`src/rtl/gpio_xcvr_pkg.sv`:
```
package gpio_xcvr_pkg;
  localparam int BYTE_W = 8;
  localparam int ADDR_W = 8;
  typedef logic [BYTE_W-1:0] byte_t;
  typedef logic [ADDR_W-1:0] addr_t;

  localparam addr_t ADDR_DATA_BASE = 8'h78;
  localparam addr_t ADDR_XCVR_CTRL = 8'h7A;
  localparam addr_t ADDR_DIR_BASE  = 8'h98;
  localparam addr_t ADDR_RSV_DIR   = 8'h9A;

  localparam byte_t RSV_DIR_RESET  = 8'hFF;
endpackage

```
`src/rtl/gpio_sync.sv`:
```
module gpio_sync #(
  parameter int W      = 8,
  parameter int STAGES = 2
) (
  input  logic         clk,
  input  logic         rst,
  input  logic [W-1:0] async_in,
  output logic [W-1:0] sync_out
);
  logic [W-1:0] stage_q [STAGES];

  always_ff @(posedge clk) begin
    if (rst) stage_q[0] <= '0;
    else     stage_q[0] <= async_in;
  end

  for (genvar s = 1; s < STAGES; s++) begin : g_stage
    always_ff @(posedge clk) begin
      if (rst) stage_q[s] <= '0;
      else     stage_q[s] <= stage_q[s-1];
    end
  end

  assign sync_out = stage_q[STAGES-1];
endmodule

```
`src/rtl/gpio_ctrl.sv`:
```
module gpio_ctrl
  import gpio_xcvr_pkg::*;
#(
  parameter int    W         = 8,
  parameter addr_t XCVR_ADDR = ADDR_XCVR_CTRL,
  parameter addr_t RSV_ADDR  = ADDR_RSV_DIR
) (
  input  logic         clk,
  input  logic         rst,
  input  addr_t        bus_addr,
  input  logic         bus_wr,
  input  logic [W-1:0] bus_wdata,
  output logic [W-1:0] xcvr_q,
  output logic [W-1:0] rd_data,
  output logic         hit
);
  logic [W-1:0] rsv_q;
  logic         sel_xcvr, sel_rsv;

  assign sel_xcvr = (bus_addr == XCVR_ADDR);
  assign sel_rsv  = (bus_addr == RSV_ADDR);
  assign hit      = sel_xcvr | sel_rsv;

  always_ff @(posedge clk) begin
    if (rst) begin
      xcvr_q <= '0;
      rsv_q  <= W'(RSV_DIR_RESET);
    end else if (bus_wr) begin
      if (sel_xcvr) xcvr_q <= bus_wdata;
      if (sel_rsv)  rsv_q  <= bus_wdata;
    end
  end

  always_comb begin
    rd_data = '0;
    if (sel_xcvr)     rd_data = xcvr_q;
    else if (sel_rsv) rd_data = rsv_q;
  end

  // the whole control byte survives a write unchanged
  a_r3_ctrl_store: assert property (@(posedge clk) disable iff (rst)
    (bus_wr && sel_xcvr) |=> (xcvr_q == $past(bus_wdata)));
endmodule

```
`src/rtl/gpio_port.sv`:
```
module gpio_port
  import gpio_xcvr_pkg::*;
#(
  parameter int    W         = 8,
  parameter addr_t DATA_ADDR = ADDR_DATA_BASE,
  parameter addr_t DIR_ADDR  = ADDR_DIR_BASE
) (
  input  logic         clk,
  input  logic         rst,
  input  addr_t        bus_addr,
  input  logic         bus_wr,
  input  logic [W-1:0] bus_wdata,
  input  logic         xcvr_bit,
  input  logic [W-1:0] pin_sync,
  output logic [W-1:0] rd_data,
  output logic         hit,
  output logic         bad_dir_wr,
  output logic [W-1:0] pin_out,
  output logic [W-1:0] pin_oe,
  output logic         contention
);
  logic [W-1:0] data_q;
  logic [W-1:0] dir_q;
  logic         sel_data, sel_dir;
  logic         port_out, dir_legal;

  assign sel_data   = (bus_addr == DATA_ADDR);
  assign sel_dir    = (bus_addr == DIR_ADDR);
  assign hit        = sel_data | sel_dir;
  assign port_out   = (dir_q == '1);
  assign dir_legal  = (bus_wdata == '0) || (bus_wdata == '1);
  assign bad_dir_wr = bus_wr && sel_dir && !dir_legal;

  always_ff @(posedge clk) begin
    if (rst) begin
      dir_q  <= '0;
      data_q <= '0;
    end else if (bus_wr) begin
      if (sel_dir && dir_legal) dir_q  <= bus_wdata;
      if (sel_data && port_out) data_q <= bus_wdata;
    end
  end

  always_ff @(posedge clk) begin
    if (rst) begin
      pin_out    <= '0;
      pin_oe     <= '0;
      contention <= 1'b0;
    end else begin
      pin_out    <= data_q;
      pin_oe     <= {W{port_out & xcvr_bit}};
      contention <= port_out & ~xcvr_bit;
    end
  end

  always_comb begin
    rd_data = '0;
    if (sel_data)     rd_data = port_out ? data_q : pin_sync;
    else if (sel_dir) rd_data = dir_q;
  end

  // direction never holds anything but all-in or all-out
  a_r2_dir_legal: assert property (@(posedge clk) disable iff (rst)
    (dir_q == '0) || (dir_q == '1));

  // a data write in input mode leaves the stored byte alone
  a_r6_input_write_ignored: assert property (@(posedge clk) disable iff (rst)
    (bus_wr && sel_data && !port_out) |=> $stable(data_q));

  // never enable the pins while a conflict is flagged
  a_r9_no_oe_in_conflict: assert property (@(posedge clk) disable iff (rst)
    contention |-> (pin_oe == '0));

  // enable follows direction and buffer bit of the prior cycle
  a_r8_oe_qualified: assert property (@(posedge clk) disable iff (rst)
    (pin_oe != '0) |-> ($past(dir_q) == '1 && $past(xcvr_bit)));
endmodule

```
`src/rtl/gpio_xcvr_unit.sv`:
```
module gpio_xcvr_unit
  import gpio_xcvr_pkg::*;
#(
  parameter int NPORT = 2,
  parameter int W     = 8
) (
  input  logic               clk,
  input  logic               rst,
  input  logic [7:0]         bus_addr,
  input  logic               bus_rd,
  input  logic               bus_wr,
  input  logic [W-1:0]       bus_wdata,
  output logic [W-1:0]       bus_rdata,
  input  logic [NPORT*W-1:0] pin_in,
  output logic [NPORT*W-1:0] pin_out,
  output logic [NPORT*W-1:0] pin_oe,
  output logic [NPORT-1:0]   xcvr_dir,
  output logic [NPORT-1:0]   contention,
  output logic               dir_err
);
  localparam int SYNC_STAGES = 2;

  logic [W-1:0]       xcvr_q;
  logic [W-1:0]       ctrl_rd;
  logic               ctrl_hit;
  logic [NPORT*W-1:0] pin_sync;
  logic [W-1:0]       port_rd [NPORT];
  logic [NPORT-1:0]   port_hit;
  logic [NPORT-1:0]   port_bad;
  logic [W-1:0]       rd_mux;
  logic               any_hit;

  gpio_ctrl #(.W(W)) ctrl_i (
    .clk(clk), .rst(rst), .bus_addr(bus_addr), .bus_wr(bus_wr),
    .bus_wdata(bus_wdata), .xcvr_q(xcvr_q), .rd_data(ctrl_rd), .hit(ctrl_hit)
  );

  gpio_sync #(.W(NPORT*W), .STAGES(SYNC_STAGES)) sync_i (
    .clk(clk), .rst(rst), .async_in(pin_in), .sync_out(pin_sync)
  );

  for (genvar p = 0; p < NPORT; p++) begin : g_port
    gpio_port #(
      .W(W),
      .DATA_ADDR(addr_t'(ADDR_DATA_BASE + p)),
      .DIR_ADDR(addr_t'(ADDR_DIR_BASE + p))
    ) port_i (
      .clk(clk), .rst(rst), .bus_addr(bus_addr), .bus_wr(bus_wr),
      .bus_wdata(bus_wdata), .xcvr_bit(xcvr_q[p]),
      .pin_sync(pin_sync[p*W +: W]), .rd_data(port_rd[p]), .hit(port_hit[p]),
      .bad_dir_wr(port_bad[p]), .pin_out(pin_out[p*W +: W]),
      .pin_oe(pin_oe[p*W +: W]), .contention(contention[p])
    );
    assign xcvr_dir[p] = xcvr_q[p];
  end

  always_comb begin
    rd_mux = ctrl_rd;
    for (int p = 0; p < NPORT; p++) rd_mux = rd_mux | port_rd[p];
  end
  assign any_hit = ctrl_hit | (|port_hit);

  always_ff @(posedge clk) begin
    if (rst)         bus_rdata <= '0;
    else if (bus_rd) bus_rdata <= rd_mux;
  end

  always_ff @(posedge clk) begin
    if (rst)            dir_err <= 1'b0;
    else if (|port_bad) dir_err <= 1'b1;
  end

  // error flag is sticky until reset
  a_r2_err_sticky: assert property (@(posedge clk) disable iff (rst)
    dir_err |=> dir_err);

  // unmapped reads return zero one cycle later
  a_r10_unmapped_zero: assert property (@(posedge clk) disable iff (rst)
    (bus_rd && !any_hit) |=> (bus_rdata == '0));

  // read data holds between reads
  a_r10_rdata_hold: assert property (@(posedge clk) disable iff (rst)
    !bus_rd |=> $stable(bus_rdata));
endmodule

```
`config.mk`:
```
export PLATFORM = sky130hd
export DESIGN_NAME = gpio_xcvr_unit
export DESIGN_NICKNAME = d
export VERILOG_FILES = /design/src/rtl/gpio_xcvr_pkg.sv /design/src/rtl/gpio_sync.sv /design/src/rtl/gpio_ctrl.sv /design/src/rtl/gpio_port.sv /design/src/rtl/gpio_xcvr_unit.sv
export SDC_FILE = /design/constraint.sdc
export NUM_CORES = 1
export LEC_CHECK = 0
export BUFFER_PORTS_ARGS = -buffer_cell sky130_fd_sc_hd__buf_2
export CAP_MARGIN = 40
export CORE_MARGIN = 8
export CORE_UTILIZATION = 45
export CTS_BUF_LIST = sky130_fd_sc_hd__clkbuf_8
export DETAILED_ROUTE_END_ITERATION = 8
export PLACE_DENSITY = 0.77
export SLEW_MARGIN = 20
export SYNTH_ARGS = -nofsm -noshare
export SYNTH_HDL_FRONTEND = slang
export SYNTH_SLANG_ARGS = --single-unit
export TNS_END_PERCENT = 20
```
`constraint.sdc`:
```
create_clock -name clk -period 2 [get_ports clk]
set_input_delay 0.2 -clock clk [delete_from_list [all_inputs] [get_ports clk]]
set_output_delay 0.2 -clock clk [all_outputs]
set_load 0.02 [all_outputs]
```
# Word level (Yosys, flattened, before mapping)
# Memories as Yosys holds them, arrays and structs flattened.
# Index checks and enable logic that the tools add are counted.
# word_totals
latchBits,0
ramBits,32
word_cells,65
regBits,77
romBits,0
output_inout_bits,45
input_bits,36
n_memories,1
# mem_list
memory,words,word_bits,read_ports,rd_ports_with_merged_regs,write_ports,line,text
sync_i.stage_q,2,16,2,0,2,gpio_sync.sv:10,logic [W-1:0] stage_q [STAGES];
# op_classes
div_mod_pow,0
order_cmp,0
addsub,0
n_bitwise,10
reduce_logical,18
n_shift,0
n_eq_ne,9
muxes,13
mul,0
# op_table
op,count
$mux 8,8
$eq 8x8->1 const B,6
$mux 16,2
$eq 8x7->1 const B,3
$or 8x8->8,2
$reduce_and 2->1,6
$logic_and 1x1->1,8
$logic_not 8->1,1
$and 1x1->1,4
$mux 1,3
$not 1->1,2
$or 1x1->1,2
$reduce_or 2->1,1
$logic_not 1->1,1
$logic_or 1x1->1,1

# Logic depth before layout (Yosys ltp)
# depth
word_depth,5
ltp_mapped,7
depth_no_buf,5

# Cells and area by module
# Synthesis repeated with hierarchy kept, for this count alone.
# unflattened
hier_cells,479
hier_area_um2,4569.4
# modules_own_cells
module,area_per_inst_um2,instances,seq_area_each_um2,cells_each
gpio_port at g_port[0].port_i,1236.2,1,520.5,140
gpio_port at g_port[1].port_i,1232.4,1,520.5,138
gpio_ctrl,867.1,1,320.3,96
gpio_sync,863.3,1,640.6,67
gpio_xcvr_unit,370.4,1,180.2,38

# Least setup slack after synthesis
# No wires, ideal clock.
# synth_path
path_kind,input to register
from,in bus_addr[0]
to,reg ctrl_i.xcvr_q[4]
arrival_ns,1.413
setup_ns,0.128
n_path_buf,0
stages,5
required_time_ns,1.872
path_slack_ns,0.459
cell_sequence,or3b_1 > nor2_4 > nand4_2 > mux2i_1 > nor2_1
# synth_via
elab_chain_cells,2
# synth_lines
item,line,text
start: declaration,gpio_xcvr_unit.sv:9,"input logic [7:0] bus_addr,"
$eq 8x7->1,gpio_ctrl.sv:20,assign sel_xcvr = (bus_addr == XCVR_ADDR);
$reduce_and 2->1 (no line),--,
end signal: assignment,gpio_ctrl.sv:29,if (sel_xcvr) xcvr_q <= bus_wdata;
end: declaration,gpio_ctrl.sv:13,"output logic [W-1:0] xcvr_q,"
# No other way between the ends.
# A chain may end at the register's enable or synchronous reset.

# Final worst setup path
# layout_path
from,reg g_port[0].port_i.dir_q[6]
to,reg g_port[0].port_i.data_q[7]
# layout_via
elab_chain_cells,3
# layout_lines
item,line,text
start: declaration,gpio_port.sv:23,logic [W-1:0] dir_q;
start signal: assignment,gpio_port.sv:39,if (sel_dir && dir_legal) dir_q <= bus_wdata;
$eq 8x8->1,gpio_port.sv:30,assign port_out = (dir_q == '1);
$logic_and 1x1->1,gpio_port.sv:40,if (sel_data && port_out) data_q <= bus_wdata;
$reduce_and 2->1 (no line),--,
end signal: assignment,gpio_port.sv:40,
end: declaration,gpio_port.sv:22,logic [W-1:0] data_q;
# No other way between the ends.

==> impl_metrics.tcl <==
set metrics [dict create \
    primary_flip_flop_cell_chosen_by_synthesis_mapping "sky130_fd_sc_hd__dfxtp_1" \
    setup_violations 0 \
    switching_power_uw 909 \
    worstHoldEndpoint "sync_i.stage_q[0][0]" \
    std_cell_rows 35 \
    worst-slew-pin-transition_ns 0.640 \
    avgViaCountPerCell 5.38 \
    critPathMaxFanout 8 \
    die_y_um 113 \
    area_after_detailed_placement_sq_um 4610 \
    crit_type "register to register" \
    cp_num_buf_inv 2 \
    worst_hold_path_stage_count 2 \
    critPathLaunchType "register" \
    post-synth-top-area-fraction_pct 51.9 \
    synth-seq-cells 109 \
    hold_viol_final 0 \
    drive_above_1_share_pct 26.1 \
    drv.max_cap_violation_count 0 \
    cts_tree "built" \
    cp_common_cell "sky130_fd_sc_hd__buf_4" \
    min_period_ns 1.88 \
    r2r_slack_ns 0.12 \
    route.detailed.drc 0 \
    buffer_type_at_the_clock_tree_root "sky130_fd_sc_hd__clkbuf_8" \
    final.period_utilization_pct 94.1 \
    fp.dieArea_sq_um 12700 \
    fmaxAchievable_mhz 531 \
    clk_pin_slew_ns 0.11 \
    critical-path-slowest-cell "sky130_fd_sc_hd__dfxtp_1" \
    critical_path.reg2reg.startpoint "g_port[0].port_i.dir_q[6]" \
    yosysTopAreaCell "sky130_fd_sc_hd__dfxtp_1" \
    finalNetCount 506 \
    grt_antenna_before_repair 0 \
    synth_enable_flop_cells 0 \
    hold_path_class "primary input to register" \
    status "completed" \
    final_area_sq_um 4850 \
    place_hpwl_um 7620 \
    async_flop_share_pct 0 \
    power.share.switching_pct 23.1 \
    place.port_buffers 80 \
    nFillCells 825 \
    cp-end-kind "register" \
    rsz0062_at_grt "no" \
    grt_remaining_overflow 0 \
    grt_pass1_vias 3118 \
    postCtsResizedCells 0 \
    final_max_slew_viol_count 0 \
    critPathTopFamily "simple AND/OR/NAND/NOR gates" \
    fin_tns_setup_ns 0 \
    largest_net_degree_at_the_start_of_global_routing 48 \
    seq_area_frac_synth_pct 51.9 \
    max_slew_margin_pct 57.1 \
    routabilityCongestion 0.922 \
    total_length_of_routed_wires_um 10000 \
    route.detailed.wl_per_inst_um 17.1 \
    p_leak_uw 0.00222 \
    ys_top_cells_by_area "sky130_fd_sc_hd__dfxtp_1 52%, sky130_fd_sc_hd__mux2i_1 9.5%, sky130_fd_sc_hd__nor2b_1 7.1%, sky130_fd_sc_hd__nor2_1 3.7%, sky130_fd_sc_hd__buf_4 3.4%" \
    initial_core_util_pct 45.9 \
    busiest_layer "met2" \
    worst_skew_pair.late_latency_ns 0.37 \
    dieWidth_um 113 \
    cp_data_required_time_ns 2.23 \
    groute.layer.met1.usage_pct 20.1 \
    post_cts_buffers 0 \
    worst_path_largest_cell_delay_ns 0.40 \
    pwr_density_cell_nw_per_um2 813 \
    clk_path_buf_depth 2 \
    area.growth.synth_to_final_pct 15.3 \
    core_region_area_sq_um 9150 \
    clockPowerShare_pct 38.2 \
    n_antenna_cell 0 \
    combPwrFrac_pct 5.4 \
    syn-instance-count 407 \
    synth_warnings 0 \
    syn_nets 443 \
    via_count 3150 \
    cts_hold_buf 0 \
    grt_util_met3_pct 4.35 \
    post_synth_num_cell_types 47 \
    total_track_usage_pct 16.0 \
    hold_path_origin "pin_in[0]" \
    dr.first_iter.drc_count 286 \
    clock_sink_count 109 \
    worst_ir_drop_vdd_uv 627 \
    internal-power_uw 3030 \
    cts.htree.levels 3 \
    grt_pass1_wl_um 16100 \
    path_cells "nand4_1, nor2_2, buf_4, nand4b_1, buf_4, mux2i_1, nor2_1" \
    num_io_pins 81 \
    grt_util_met2_pct 25.2 \
    cp.arrival_ns 2.12 \
    timing.reg2reg.worst_path_depth 7 \
    synthesis.area_per_instance_sq_um 10.3 \
    clock_buffers_created_by_tritoncts 9 \
    post_route_antenna_net_violation_count 0 \
    mappedNetlistArea_sq_um 4200 \
    power.share.sequential_pct 56.4 \
    clock_skew_ns 0.0121 \
    detailedRoute.firstPassIterationCount 5 \
    worstReg2RegEnd "g_port[0].port_i.data_q[7]" \
]
[synthesized netlist by cell type, drive strengths merged, types with 2 or more instances]
master	instances
dfxtp	109
nor2b	48
nor2	45
mux2i	40
buf	26
nand2	18
a21o	14
clkbuf	14
nand3b	8
inv	7
nand4	7
a22oi	5
mux2	5
nand3	5
o21a	5
o221ai	5
o22ai	5
nor4	4
a222oi	3
a311oi	3
a32o	3
and3	3
o22a	3
a21oi	2
a31oi	2
and4bb	2
nor3	2
o21ai	2
or4	2
[cells by family after synthesis]
| group | count (synthesis) | synth area share (%) |
|---|---|---|
| compound gates | 54 | 10.0 |
| buf+inv | 47 | 6.22 |
| flops | 109 | 51.9 |
| mux | 45 | 10.9 |
| simple gates | 152 | 21.0 |
[routing by layer]
metal	vias to the layer above	share of wire [%]	wire (um)
met5	-	0	0
met4	0	2.9	293
met3	24	7.7	769
met2	146	45	4510
met1	1454	45	4480
li1	1526	-	-
[sequential cells by signal (all words and copies together), names as in the netlist]
register                  flops
g_port.port_i.pin_oe          2
sync_i.stage_q               32
ctrl_i.xcvr_q                 8
dir_err                       1
g_port.port_i.contention      2
g_port.port_i.pin_out        16
g_port.port_i.data_q         16
ctrl_i.rsv_q                  8
bus_rdata                     8
g_port.port_i.dir_q          16
[cells in the final DEF (no fill, tap or decap), types with 3 or more instances in the layout]
| master | instances |
|---|---|
| sky130_fd_sc_hd__nor2_1 | 41 |
| sky130_fd_sc_hd__a222oi_1 | 3 |
| sky130_fd_sc_hd__nand3b_1 | 8 |
| sky130_fd_sc_hd__inv_1 | 7 |
| sky130_fd_sc_hd__o22ai_1 | 5 |
| sky130_fd_sc_hd__mux2i_1 | 40 |
| sky130_fd_sc_hd__dfxtp_1 | 109 |
| sky130_fd_sc_hd__buf_4 | 11 |
| sky130_fd_sc_hd__a21o_1 | 14 |
| sky130_fd_sc_hd__nor2b_1 | 48 |
| sky130_fd_sc_hd__a22oi_1 | 5 |
| sky130_fd_sc_hd__clkbuf_8 | 9 |
| sky130_fd_sc_hd__o221ai_1 | 5 |
| sky130_fd_sc_hd__nand2_1 | 18 |
| sky130_fd_sc_hd__nand3_1 | 5 |
| sky130_fd_sc_hd__a311oi_1 | 3 |
| sky130_fd_sc_hd__and3_1 | 3 |
| sky130_fd_sc_hd__buf_2 | 80 |
| sky130_fd_sc_hd__o22a_1 | 3 |
| sky130_fd_sc_hd__nor4_1 | 4 |
| sky130_fd_sc_hd__inv_6 | 3 |
| sky130_fd_sc_hd__mux2_2 | 5 |
| sky130_fd_sc_hd__o21a_1 | 5 |
| sky130_fd_sc_hd__a32o_1 | 3 |
| sky130_fd_sc_hd__nand4_1 | 6 |
[final cells by class]
cell class,instances,area (sq um),share of cell area [%]
sequential,109,2180,45.0
multi-input combinational,251,1760,36.3
timing repair buffer,92,503,10.4
tap,111,139,2.87
clock buffer,9,124,2.56
clock inverter,7,114,2.35
inverter,7,26.3,0.542
[metrics by stage]
stage	total power, uW	worst slack [ns]	util [%]	hold slack [ns]	instances
after floorplan	2380	0.459	-	0.321	407
after global placement	2480	0.0778	50.4	0.407	570
after detailed placement	2480	0.0719	50.4	0.412	570
after CTS	3970	0.157	53.0	0.0166	586
after global routing	4100	0.0406	53.0	0.00507	586
final	3940	0.117	53.0	0.0303	586
[worst max-delay path by stage]
stage / startpoint / to / slack (ns) / cells after the start
3_3_place_gp: bus_wdata[3] / g_port[0].port_i.dir_q[3] / 0.08 / 6
6_report: g_port[0].port_i.dir_q[6] / g_port[0].port_i.data_q[7] / 0.12 / 7
5_1_grt: g_port[0].port_i.dir_q[6] / bus_rdata[6] / 0.04 / 6
2_1_floorplan: bus_addr[0] / ctrl_i.xcvr_q[4] / 0.46 / 5
4_1_cts: g_port[0].port_i.dir_q[6] / g_port[0].port_i.data_q[7] / 0.16 / 7
3_5_place_dp: bus_wdata[3] / g_port[0].port_i.dir_q[3] / 0.07 / 6
[power by group through the flow]
| stage | clock network, uW | registers, uW | logic (uW) |
|---|---|---|---|
| 6_report | 1510 | 2220 | 213 |
| 4_1_cts | 1540 | 2220 | 212 |
| 5_1_grt | 1640 | 2230 | 231 |
| 3_5_place_dp | 0 | 2270 | 212 |
| 2_1_floorplan | 0 | 2280 | 108 |
| 3_3_place_gp | 0 | 2270 | 209 |
No activity file was read; power rests on OpenSTA's default activity.
